--- src/rtl/cfg_chain_pkg.sv ---
package cfg_chain_pkg;
  // sync pattern: a run of leading ones, then a tail checked bit by bit
  localparam logic [7:0] SYNC_WORD = 8'b1111_0010;
  localparam int         SYNC_LEAD = 4;
  localparam int         SYNC_TAIL = 3;

  typedef enum logic [2:0] {
    ST_WAIT,   // line idle, counting ones
    ST_SYNC,   // checking sync tail bits
    ST_LEN,    // shifting in the length field
    ST_LOAD,   // consuming local frames
    ST_PASS,   // local store full, forwarding
    ST_DONE    // length reached
  } cfg_state_e;
endpackage

--- src/rtl/cfg_len_shift.sv ---
module cfg_len_shift #(
  parameter int LEN_W = 24
) (
  input  logic             clk,
  input  logic             rst_n,
  input  logic             en,
  input  logic             bit_in,
  output logic             last,
  output logic [LEN_W-1:0] value_next,
  output logic [LEN_W-1:0] value_q
);
  localparam int CW = $clog2(LEN_W);

  logic [CW-1:0] idx_q;

  assign value_next = {value_q[LEN_W-2:0], bit_in};
  assign last       = en && (idx_q == CW'(LEN_W - 1));

  always_ff @(posedge clk or negedge rst_n) begin
    if (!rst_n) begin
      idx_q   <= '0;
      value_q <= '0;
    end else if (en) begin
      value_q <= value_next;
      idx_q   <= last ? '0 : idx_q + 1'b1;
    end
  end
endmodule

--- src/rtl/cfg_frame_asm.sv ---
module cfg_frame_asm #(
  parameter int FRAME_BITS = 16,
  parameter int START_BITS = 2,
  parameter int NUM_FRAMES = 4,
  parameter int ADDR_W     = 2
) (
  input  logic                  clk,
  input  logic                  rst_n,
  input  logic                  in_load,
  input  logic                  bit_in,
  output logic                  start_err,
  output logic                  store_last,
  output logic                  wr_valid,
  output logic [ADDR_W-1:0]     wr_addr,
  output logic [FRAME_BITS-1:0] wr_data
);
  localparam int SLOT = START_BITS + FRAME_BITS;
  localparam int PW   = $clog2(SLOT);

  logic [PW-1:0]         pos_q;
  logic [ADDR_W-1:0]     slot_q;
  logic [FRAME_BITS-1:0] acc_q;
  logic [FRAME_BITS-1:0] acc_next;
  logic                  in_start;
  logic                  frame_end;

  assign in_start   = pos_q < PW'(START_BITS);
  assign start_err  = in_load && in_start && bit_in;
  assign frame_end  = in_load && (pos_q == PW'(SLOT - 1));
  assign store_last = frame_end && (slot_q == ADDR_W'(NUM_FRAMES - 1));
  assign acc_next   = {acc_q[FRAME_BITS-2:0], bit_in};

  always_ff @(posedge clk or negedge rst_n) begin
    if (!rst_n) begin
      pos_q    <= '0;
      slot_q   <= '0;
      acc_q    <= '0;
      wr_valid <= 1'b0;
      wr_addr  <= '0;
      wr_data  <= '0;
    end else begin
      wr_valid <= frame_end;
      if (frame_end) begin
        wr_addr <= slot_q;
        wr_data <= acc_next;
      end
      if (!in_load) begin
        pos_q  <= '0;
        slot_q <= '0;
      end else begin
        pos_q <= frame_end ? '0 : pos_q + 1'b1;
        if (!in_start) acc_q <= acc_next;
        if (frame_end) slot_q <= slot_q + 1'b1;
      end
    end
  end
endmodule

--- src/rtl/cfg_relay.sv ---
module cfg_relay (
  input  logic clk,
  input  logic rst_n,
  input  logic fwd_en,
  input  logic bit_in,
  output logic dout
);
  logic fwd_q;

  // capture on the sampling edge, launch on the following falling edge
  always_ff @(posedge clk or negedge rst_n) begin
    if (!rst_n) fwd_q <= 1'b1;
    else        fwd_q <= fwd_en ? bit_in : 1'b1;
  end

  always_ff @(negedge clk or negedge rst_n) begin
    if (!rst_n) dout <= 1'b1;
    else        dout <= fwd_q;
  end
endmodule

--- src/rtl/cfg_chain_rx.sv ---
module cfg_chain_rx
  import cfg_chain_pkg::*;
#(
  parameter int FRAME_BITS = 16,
  parameter int START_BITS = 2,
  parameter int NUM_FRAMES = 4,
  parameter int LEN_W      = 24,
  localparam int ADDR_W    = (NUM_FRAMES > 1) ? $clog2(NUM_FRAMES) : 1
) (
  input  logic                  cclk,
  input  logic                  prog_n,
  input  logic                  din,
  output logic                  dout,
  output logic                  wr_valid,
  output logic [ADDR_W-1:0]     wr_addr,
  output logic [FRAME_BITS-1:0] wr_data,
  output logic                  done,
  output logic                  err
);
  localparam int OW = $clog2(SYNC_LEAD + 1);
  localparam int TW = $clog2(SYNC_TAIL + 1);
  localparam logic [SYNC_TAIL-1:0] TAIL_PAT = SYNC_WORD[SYNC_TAIL-1:0];

  cfg_state_e           state_q, state_d;
  logic [OW-1:0]        ones_q, ones_d;
  logic [TW-1:0]        tidx_q, tidx_d;
  logic [SYNC_TAIL-1:0] texp_q, texp_d;
  logic [LEN_W-1:0]     pay_q, pay_d, pay_inc;
  logic                 err_q, err_d;

  logic                 len_last;
  logic [LEN_W-1:0]     len_next, len_val;
  logic                 start_err, store_last;
  logic                 fwd_en, hit;

  cfg_len_shift #(.LEN_W(LEN_W)) u_len (
    .clk        (cclk),
    .rst_n      (prog_n),
    .en         (state_q == ST_LEN),
    .bit_in     (din),
    .last       (len_last),
    .value_next (len_next),
    .value_q    (len_val)
  );

  cfg_frame_asm #(
    .FRAME_BITS (FRAME_BITS),
    .START_BITS (START_BITS),
    .NUM_FRAMES (NUM_FRAMES),
    .ADDR_W     (ADDR_W)
  ) u_asm (
    .clk        (cclk),
    .rst_n      (prog_n),
    .in_load    (state_q == ST_LOAD),
    .bit_in     (din),
    .start_err  (start_err),
    .store_last (store_last),
    .wr_valid   (wr_valid),
    .wr_addr    (wr_addr),
    .wr_data    (wr_data)
  );

  assign fwd_en = (state_q == ST_WAIT) || (state_q == ST_SYNC) ||
                  (state_q == ST_LEN)  || (state_q == ST_PASS);

  cfg_relay u_relay (
    .clk    (cclk),
    .rst_n  (prog_n),
    .fwd_en (fwd_en),
    .bit_in (din),
    .dout   (dout)
  );

  assign pay_inc = pay_q + 1'b1;
  assign hit     = (pay_inc == len_val);

  always_comb begin
    state_d = state_q;
    ones_d  = ones_q;
    tidx_d  = tidx_q;
    texp_d  = texp_q;
    pay_d   = pay_q;
    err_d   = err_q;
    unique case (state_q)
      ST_WAIT: begin
        if (din) begin
          if (ones_q != OW'(SYNC_LEAD)) ones_d = ones_q + 1'b1;
        end else begin
          ones_d = '0;
          if (ones_q == OW'(SYNC_LEAD)) begin
            state_d = ST_SYNC;
            tidx_d  = '0;
            texp_d  = TAIL_PAT;
          end
        end
      end
      ST_SYNC: begin
        if (din != texp_q[SYNC_TAIL-1]) begin
          err_d   = 1'b1;
          state_d = ST_WAIT;
        end else if (tidx_q == TW'(SYNC_TAIL - 1)) begin
          state_d = ST_LEN;
        end else begin
          tidx_d = tidx_q + 1'b1;
          texp_d = {texp_q[SYNC_TAIL-2:0], 1'b0};
        end
      end
      ST_LEN: begin
        pay_d = '0;
        if (len_last) state_d = (len_next == '0) ? ST_DONE : ST_LOAD;
      end
      ST_LOAD: begin
        pay_d = pay_inc;
        if (hit)             state_d = ST_DONE;
        else if (start_err) begin
          err_d   = 1'b1;
          state_d = ST_WAIT;
        end
        else if (store_last) state_d = ST_PASS;
      end
      ST_PASS: begin
        pay_d = pay_inc;
        if (hit) state_d = ST_DONE;
      end
      ST_DONE: state_d = ST_DONE;
      default: state_d = ST_WAIT;
    endcase
  end

  always_ff @(posedge cclk or negedge prog_n) begin
    if (!prog_n) begin
      state_q <= ST_WAIT;
      ones_q  <= '0;
      tidx_q  <= '0;
      texp_q  <= '0;
      pay_q   <= '0;
      err_q   <= 1'b0;
    end else begin
      state_q <= state_d;
      ones_q  <= ones_d;
      tidx_q  <= tidx_d;
      texp_q  <= texp_d;
      pay_q   <= pay_d;
      err_q   <= err_d;
    end
  end

  assign done = (state_q == ST_DONE);
  assign err  = err_q;
endmodule

--- config.mk ---
export PLATFORM = sky130hd
export DESIGN_NAME = cfg_chain_rx
export DESIGN_NICKNAME = d
export VERILOG_FILES = /design/src/rtl/cfg_chain_pkg.sv /design/src/rtl/cfg_len_shift.sv /design/src/rtl/cfg_frame_asm.sv /design/src/rtl/cfg_relay.sv /design/src/rtl/cfg_chain_rx.sv
export SDC_FILE = /design/constraint.sdc
export NUM_CORES = 1
export LEC_CHECK = 0
export ABC_AREA = 1
export BUFFER_PORTS_ARGS = -buffer_cell sky130_fd_sc_hd__buf_4
export CAP_MARGIN = 20
export CORE_MARGIN = 5
export CORE_UTILIZATION = 40
export DETAILED_ROUTE_END_ITERATION = 12
export PLACE_DENSITY = 0.58
export SYNTH_ARGS = -nofsm -noshare
export SYNTH_HDL_FRONTEND = slang
export SYNTH_SLANG_ARGS = --single-unit
--- constraint.sdc ---
create_clock -name cclk -period 2.5 [get_ports cclk]
set_input_delay 0.25 -clock cclk [delete_from_list [all_inputs] [get_ports cclk]]
set_output_delay 0.25 -clock cclk [all_outputs]
set_load 0.02 [all_outputs]
# == Yosys cells after proc, flatten, opt, wreduce, memory -nomap -nowiden ==
# Index checks and enable logic that the tools add are counted.
# classes
n_lt_le_gt_ge,1
n_reduce_logical,19
eq_ne,26
bitwise_logic,1
add_sub_neg,6
muxes,34
# ops
cell,n
3-bit 2-to-1 mux,16
24-bit one-hot mux with 2 select lines,1
"24-bit by 1-bit adder with 24-bit output, second input constant",1
24-bit == test,1
24-bit zero test,1
3-bit one-hot mux with 6 select lines,1
"2-bit != test, second input constant",8
5-bit 2-to-1 mux,3
2-bit 2-to-1 mux,6
"5-bit by 1-bit adder with 5-bit output, second input constant",2
"5-bit == test, second input constant",2
"3-bit == test, second input constant",3
"3-bit by 2-bit == test with 1-bit output, second input constant",2
"2-bit by 1-bit != test with 1-bit output, second input constant",3
3-bit one-hot mux with 2 select lines,1
6-bit AND reduction,1
2-bit nonzero test,3
1-bit logical AND,5
"5-bit by 2-bit less-than comparator with 1-bit output, second input constant",1
5-bit AND reduction,1
"2-bit by 1-bit adder with 2-bit output, second input constant",2
"2-bit == test, second input constant",2
1-bit 2-to-1 mux,4
"4-bit != test, second input constant",1
other kinds (13),16
# word_totals
out_inout_bits,22
reg_bits,108
elab_cells,103
input_bits,3

# == Longest topological paths before layout ==
# Gate-level depths: netlist (run 1).
# logic_depth
ltp_word,7
ltp_mapped,18
mapped_depth_nobuf,18

# == By module ==
# A second synthesis (run 1) with hierarchy kept.
# unflattened
cells_unflattened,842
hier_area_um2,6179.7
# by_module_without_submodules
mod,area_per_inst_um2,n_inst,cells_per_inst
cfg_chain_rx,3021.6,1,496
cfg_frame_asm,1750.4,1,194
cfg_len_shift,1343.8,1,147
cfg_relay,63.8,1,5

==> impl_metrics.ini, run 1 <==
[place]
portBuffers = 24
pre_cts_ws_ps = 159
gp_congestion = 0.905
hpwl_um = 9760

[worst_setup_path]
arrival_ps = 2290
crit_slowest_cell = dfstp_2
critPathRequiredTime_ps = 2250
cp-end-kind = output port
critPathTopFamily = flip-flops
worstReg2RegStart = pay_q[0]$_DFFE_PN0P_
cp_max_fo = 1
crit_path_cell_trace = buf_6
max_stage_delay_ps = 520
crit_type = reg -> out
crit_buf_inv = 1
reg2reg_depth = 16
critPathLaunchType = flop
r2r_setup_slack_ps = 170
r2r_end = state_q[1]$_DFFE_PN0P_

[cells_and_area]
final_common_cell = nand2_1
n_antenna_cell = 0
fin_util_pct = 46.1
seqCellArea_um2 = 2680
finalNetCount = 775
final_cell_mix = nand2_1 (229), dfrtp_1 (105), inv_1 (99), o21ai_0 (75), nand3_1 (68)
multi_input_area_um2 = 2490
drive_gt1_share_pct = 10.8
synthToLayoutAreaGrowth_pct = 13.9
fillers = 1447

[detailed_routing]
first_pass_iters = 5
drc = 0
ant_nets = 0
vias_per_cell = 5.11
vias = 4847
wl_per_cell_um = 14.6
routed_wl_um = 13800
drt_iter0_drc = 382

[cts]
insertion_delay_ps = 410
cts_buffers = 9
tritoncts = built
clk_pin_slew_ps = 80
cts_sinks = 107
htreeDepth = 3
ctsRootBufferMaster = clkbuf_16
clockBufferDepth = 2
cts_hold_buf = 0

[timing]
rsz0062_at_grt = true
fin_tns_setup_ps = -42.7
fin_worst_skew_ps = 49.8
fin_ws_ps = -42.7
holdWs_ps = 88.9
hold_viol = 0
drv_slew = 0
setup-violations-final = 1
slew-limit-headroom_pct = 47.2
worst_slew_pin_slew_ps = 792

[synth]
async_flop_share_pct = 100
ys_seq_area_share_pct = 48.1
synth_compound_area_share_pct = 10.2
synth_flop_cell = dfrtp_1
synth_seq_cells = 107
yosys.area_share.adder_pct = 1.80
synth_top_family_by_area = simple AND/OR/NAND/NOR gates
synth_edf_count = 0
yosys.area_share.simple_pct = 30.1
netlist_area_um2 = 5570
synthMuxAreaShare_pct = 0
synthXorXnorAreaFrac_pct = 1.82
syn-num-nets = 746
syn_avg_cell_area_um2 = 7.58
synth_cells = 735
yosys_warnings = 0
synth_cell_types = 31

[floorplan]
die_y_um = 128
start_util_pct = 40.4
dieArea_um2 = 16400
ios = 25
die_x_um = 128
coreArea_um2 = 13800
rows = 43

[job]
maxCapViolations = 0

[pwr]
vdd_drop_max_v = 0.000471
total_leakage_power_nw = 2.99
pwr_density_cell_nw_per_um2 = 779

[grt]
use_met3_pct = 4.21
grt_pass1_wl_um = 23500
grtUsageTotal_pct = 17.9
grt_max_degree = 60
grt-busiest-layer = met2
antenna_found_initial = 1
grt_pass1_vias = 4707
grt_use_met2_pct = 29.2
grt_overflow = 0
use_met1_pct = 24.0

[status]
outcome = finished, violations left
violations = negative setup slack

[min_path]
min-delay-path-class = in -> async
## state kept, by name, summed over array words and instances, names as in the netlist, 2 cells and up
| signal | cells |
|---|---|
| state_q | 3 |
| ones_q | 3 |
| u_asm.wr_addr | 2 |
| u_asm.wr_data | 16 |
| u_len.idx_q | 5 |
| texp_q | 2 |
| u_asm.slot_q | 2 |
| tidx_q | 2 |
| pay_q | 24 |
| u_asm.acc_q | 15 |
| u_len.value_q | 24 |
| u_asm.pos_q | 5 |
## through the flow
stage	power, mW	cells	cell area, um^2
6_report	4.94	949	6350
5_1_grt	5.28	949	6350
4_1_cts	4.95	947	6290
3_5_place_dp	3.49	931	6000
3_3_place_gp	3.44	931	6000
2_1_floorplan	3.03	735	5570
## synthesized netlist by cell type (2+ instances only)
library cell | instances | area (um^2)
o21ai_0 | 75 | 375
o211ai_1 | 2 | 15.0
xnor2_1 | 2 | 17.5
a21oi_1 | 7 | 35.0
o22ai_1 | 13 | 81.3
nand3_1 | 69 | 345
nor4_1 | 5 | 31.3
nand4_1 | 6 | 37.5
o21ai_2 | 2 | 17.5
ha_1 | 8 | 100
xor2_1 | 7 | 61.3
nand3_2 | 3 | 30.0
nand2_1 | 230 | 863
clkbuf_1 | 16 | 60.1
dfstp_2 | 2 | 52.6
a31oi_1 | 2 | 12.5
inv_2 | 2 | 7.51
nor2_4 | 6 | 67.6
inv_1 | 99 | 372
dfrtp_1 | 105 | 2630
nand2_2 | 5 | 31.3
and2_1 | 2 | 12.5
nor3_1 | 3 | 15.0
nor2_1 | 53 | 199
nor2_2 | 5 | 31.3
## power by group
part	internal (mW)	switching [mW]
combinational	0.468	0.925
clock	0.714	0.739
sequential	1.93	0.167
total	3.11	1.83
## final cells by class
cell class	count	share of cell area (%)
inverter	100	5.91
sequential	107	42.2
clock inverter	7	1.04
timing repair buffer	35	4.40
tap	180	3.55
multi-input combinational	510	39.3
clock buffer	10	3.61
## how the worst max path moves through the flow
stage	to	cells past startpoint	from	slack [ps]
4_1_cts	dout	1	u_relay.dout$_DFF_NN1_	-60
3_5_place_dp	state_q[0]$_DFFE_PN0P_	16	pay_q[1]$_DFFE_PN0P_	160
3_3_place_gp	state_q[1]$_DFFE_PN0P_	16	pay_q[1]$_DFFE_PN0P_	240
2_1_floorplan	dout	0	u_relay.dout$_DFF_NN1_	450
6_report	dout	1	u_relay.dout$_DFF_NN1_	-40
5_1_grt	dout	1	u_relay.dout$_DFF_NN1_	-70
## cell families after synthesis
family / Yosys count
adder cells (fa/ha/maj): 8
XOR/XNOR: 10
AND/OR/NAND/NOR: 388
flip-flops: 107
buffers and inverters: 118
AO/OA/AOI/OAI: 104
## metal layers
metal | share of wire [%] | up-vias
met4 | 1.8 | 2
met1 | 45 | 2302
met5 | 0.051 | -
met3 | 4.8 | 24
li1 | - | 2392
met2 | 48 | 127
## timing repair
item / in CTS / in global routing
endpoints found under the setup margin: 1 / 5
resized for setup: 1 / 9
buffers inserted: 0 / 2
pin swaps: 0 / 2
Power figures use the tool's default switching activity.
==> run 2, diff against run 1 <==
RECOVER_POWER = 50   (was not set)
==> run 2 against run 1 <==
Effect of this change: the run ends with max-capacitance violations, max-slew violations, negative setup slack left; hold slack improved by 96 ps; final area fell by 1.5%; utilization fell by 0.67 points; die area did not move; largest power group unchanged.
==> impl_metrics.ini, run 2 (same netlist as run 1, synthesis figures left out) <==
[timing]
holdWs_ps = 185
drv_slew = 60
rsz0062_at_grt = true
fin_worst_skew_ps = 49.8
fin_ws_ps = -42.4
hold_viol = 0
setup-violations-final = 1
slew-limit-headroom_pct = -4.32
worst_slew_pin_slew_ps = 1560

[detailed_routing]
m1WireLength_um = 6270
wl_met3_um = 725
route.met2.wl_um = 6620
wl_per_cell_um = 14.6
drc = 0
drt_iter0_drc = 382
vias = 4852
ant_nets = 0
highest_layer = met5
first_pass_iters = 5
routed_wl_um = 13800
vias_per_cell = 5.11

[cts]
tritoncts = built
cts_buffers = 9
clockBufferDepth = 2
ctsRootBufferMaster = clkbuf_16
htreeDepth = 3
cts_sinks = 107
insertion_delay_ps = 410
clk_pin_slew_ps = 80
cts_hold_buf = 0

[cells_and_area]
finalNetCount = 775
drive_gt1_share_pct = 7.67
final_cell_mix = nand2_1 (229), dfrtp_1 (105), inv_1 (99), o21ai_0 (75), nand3_1 (69)
n_antenna_cell = 0
final_area_um2 = 6250
finalNonFillerCells = 949
largestRegisters = pay_q x24, u_len.value_q x24, u_asm.wr_data x16
fillers = 1465
final_common_cell = nand2_1
seqCellArea_um2 = 2680
multi_input_area_um2 = 2480
synthToLayoutAreaGrowth_pct = 12.3

[floorplan]
die_x_um = 128
die_y_um = 128
coreArea_um2 = 13800
start_util_pct = 40.4
ios = 25
rows = 43
dieArea_um2 = 16400

[place]
hpwl_um = 9760
dpl_cell_area_um2 = 6000
portBuffers = 24
gp_congestion = 0.905
dp_cells = 931

[worst_setup_path]
arrival_ps = 2290
max_stage_delay_ps = 520
crit_buf_inv = 1
critPathLaunchType = flop
r2r_setup_slack_ps = 170
crit_path_cell_trace = buf_6
critPathTopFamily = flip-flops
crit_slowest_cell = dfstp_2
critPathRequiredTime_ps = 2250
cp_max_fo = 1
crit_type = reg -> out
cp-end-kind = output port

[min_path]
min-delay-path-class = in -> reg

[grt]
grt_pass1_wl_um = 23500
grt_pass1_vias = 4707
antenna_found_initial = 1
grtUsageTotal_pct = 17.9
grt_overflow = 0
grt_max_degree = 60

[job]
maxCapViolations = 1

[status]
violations = max-capacitance violations, max-slew violations, negative setup slack
outcome = finished, violations left

[pwr]
totalPowerFinal_mw = 4.94
total_leakage_power_nw = 2.90
vdd_drop_max_v = 0.000473
pwr_density_cell_nw_per_um2 = 789
run 2: cell types whose count changed in the layout (fill, tap and decap cells not counted):
| cell | change |
|---|---|
| clkbuf_1 | +22 |
| clkbuf_4 | +1 |
| nor2_1 | +1 |
| nand3_2 | -1 |
| nor2_2 | -1 |
| buf_4 | -24 |
| nand3_1 | +1 |
| clkbuf_2 | +1 |
run 2: layout make-up:
type	count	share of cell area [%]
Clock inverter	7	1.06
Tap cell	180	3.60
Multi-Input combinational cell	510	39.7
Timing Repair Buffer	35	3.10
Clock buffer	10	3.66
Inverter	100	6.00
Sequential cell	107	42.9
run 2: report_power, final:
group | leakage (nW) | switching (mW) | internal (mW)
sequential | 1.45 | 0.166 | 1.93
combinational | 1.30 | 0.923 | 0.461
clock | 0.150 | 0.741 | 0.714
total | 2.90 | 1.83 | 3.11
run 2: per-layer routing:
| metal | vias to the layer above | track usage, % |
|---|---|---|
| li1 | 2392 | - |
| met1 | 2312 | 24.0 |
| met2 | 124 | 29.2 |
| met3 | 22 | 4.21 |
| met4 | 2 | 5.12 |
| met5 | - | 0 |
run 2: metrics by stage:
stage | TNS (ps) | util [%] | setup slack [ps]
2_1_floorplan | 0 | - | 446
3_3_place_gp | 0 | 43.5 | 241
3_5_place_dp | 0 | 43.5 | 159
4_1_cts | -58.0 | 45.7 | -58.0
5_1_grt | -103 | 45.4 | -68.9
6_report | -42.4 | 45.4 | -42.4
run 2: worst min-delay path, cell delays in order:
cell and delay [ps]:
buf_4 120, nand3_1 70, o21ai_0 70
run 2: repair_timing:
item	4_1_cts	5_1_grt
gates resized for setup	1	9
buffers inserted	0	2
setup endpoints to repair	1	5
pin swaps	0	2
run 2: final timing paths:
kind	start	to	depth (start not counted)
max reg2reg	pay_q[0]$_DFFE_PN0P_	state_q[1]$_DFFE_PN0P_	16
min in group asynchronous	prog_n	u_len.idx_q[0]$_DFFE_PN0P_	2
min	din	ones_q[0]$_DFFE_PN0P_	3
max	u_relay.dout$_DFF_NN1_	dout	1
min reg2reg	u_asm.wr_addr[0]$_DFFE_PN0P_	u_asm.wr_addr[0]$_DFFE_PN0P_	2
max in group asynchronous	prog_n	pay_q[21]$_DFFE_PN0P_	3
==> run 3, diff against run 2 <==
CORE_UTILIZATION = 35   (was 40)
PLACE_DENSITY = 0.52   (was 0.58)
RECOVER_POWER = not set   (was 50)
==> run 3 against run 2 <==
Effect of this change: utilization fell by 4.4 points; worst setup slack lost 1.6 ps; highest routed layer is now met4; register-to-register slack improved by 20 ps; final area increased by 3.4%; global-route usage is 2.7 points lower; the flow finishes with violations (negative hold slack, negative setup slack).
==> impl_metrics.ini, run 3 (same netlist as run 1, synthesis figures left out) <==
[worst_setup_path]
r2r_setup_slack_ps = 190
arrival_ps = 2290
max_stage_delay_ps = 520
cp-end-kind = output port
crit_buf_inv = 1
crit_path_cell_trace = buf_6
critPathRequiredTime_ps = 2250
crit_type = reg -> out
crit_path_start = u_relay.dout$_DFF_NN1_
critPathTopFamily = flip-flops
cp_max_fo = 1
worstReg2RegStart = pay_q[1]$_DFFE_PN0P_
critPathLaunchType = flop
crit_slowest_cell = dfstp_2

[detailed_routing]
first_pass_iters = 5
vias_per_cell = 4.80
wl_per_cell_um = 13.8
routed_wl_um = 13600
drt_iter0_drc = 303
drc = 0
vias = 4734
ant_nets = 0

[cts]
tritoncts = built
ctsRootBufferMaster = clkbuf_16
clk_pin_slew_ps = 80
insertion_delay_ps = 410
clockBufferDepth = 2
htreeDepth = 3
cts_buffers = 9
cts_sinks = 107

[floorplan]
start_util_pct = 35.3
die_x_um = 136
die_y_um = 136
coreArea_um2 = 15800
ios = 25
rows = 46
dieArea_um2 = 18500

[timing]
setup-violations-final = 1
worst_slew_pin_slew_ps = 623
slew-limit-headroom_pct = 58.4
fin_tns_setup_ps = -44.0
drv_slew = 0
fin_worst_skew_ps = 49.8
holdWs_ps = -19.1
fin_ws_ps = -44.0
hold_viol = 11
rsz0062_at_grt = true

[pwr]
totalPowerFinal_mw = 5.15
vdd_drop_max_v = 0.000503
total_leakage_power_nw = 3.02
pwr_density_cell_nw_per_um2 = 795

[grt]
grtUsageTotal_pct = 15.2
grt_overflow = 0
grt_pass1_vias = 4634
grt_max_degree = 107
grt_pass1_wl_um = 22300
antenna_found_initial = 0

[cells_and_area]
finalNetCount = 776
final_cell_mix = nand2_1 (229), dfrtp_1 (105), inv_1 (99), o21ai_0 (75), nand3_1 (66)
synthToLayoutAreaGrowth_pct = 16.1
final_common_cell = nand2_1
drive_gt1_share_pct = 11.0
n_antenna_cell = 0
largestRegisters = pay_q x24, u_len.value_q x24, u_asm.wr_data x16
fillers = 1659

[place]
gp_congestion = 0.866
portBuffers = 24
hpwl_um = 9870

[status]
violations = negative hold slack, negative setup slack
outcome = finished, violations left

[job]
maxCapViolations = 0

[min_path]
min-delay-path-class = in -> async
==> run 3: changes by cell type in the layout (fill, tap and decap cells not counted), sizes merged <==
cell	delta
buf	+25
bufinv	+2
clkbuf	-25
clkinv	+2
inv	-3
==> run 3: repair_timing <==
| item | CTS | global route |
|---|---|---|
| hold buffers | 0 | 0 |
| endpoints found under the setup margin | 1 | 4 |
| gates resized for setup | 1 | 9 |
| pin swaps | 0 | 6 |
| setup buffers | 0 | 2 |
==> run 3: final cells by class <==
cell class                      instances  area, um^2  share of cell area, %
Inverter                              100         375                   5.80
Clock buffer                            9         225                   3.48
Tap cell                              216         270                   4.18
Timing Repair Buffer                   36         287                   4.43
Clock inverter                          8         135                   2.09
Sequential cell                       107        2680                   41.4
Multi-Input combinational cell        510        2500                   38.6
==> run 3: path summary, 6_finish.rpt <==
check                                           endpoint  depth (start not counted)
max reg2reg                       state_q[0]$_DFFE_PN0P_                         16
max in group asynchronous         u_relay.dout$_DFF_NN1_                          1
max                                                 dout                          1
min reg2reg                u_asm.wr_data[15]$_DFFE_PN0P_                          2
min in group cclk                  ones_q[0]$_DFFE_PN0P_                          3
min                        u_len.value_q[13]$_DFFE_PN0P_                          2
==> run 3: routing by layer <==
layer / share of wire, % / wire [um] / track usage [%]
met1: 47 / 6350 / 19.9
met2: 48 / 6500 / 25.3
met3: 4.3 / 589 / 3.85
met4: 1.5 / 208 / 3.92
met5: 0 / 0 / 0
==> run 3: stage by stage <==
step / utilization, % / area, um^2 / setup slack [ps] / cells
after floorplan: - / 5570 / 446 / 735
after detailed placement: 38.4 / 6050 / 147 / 968
after CTS: 40.6 / 6410 / -54.3 / 984
after global routing: 41.0 / 6470 / -76.5 / 986
after global placement: 38.4 / 6050 / 215 / 968
final: 41.0 / 6470 / -44.0 / 986
==> run 3: where the power goes <==
group	internal (mW)	leakage [nW]	total, mW	switching (mW)
Sequential	1.93	1.45	2.11	0.175
Combinational	0.444	1.40	1.36	0.915
Clock	0.921	0.177	1.68	0.758
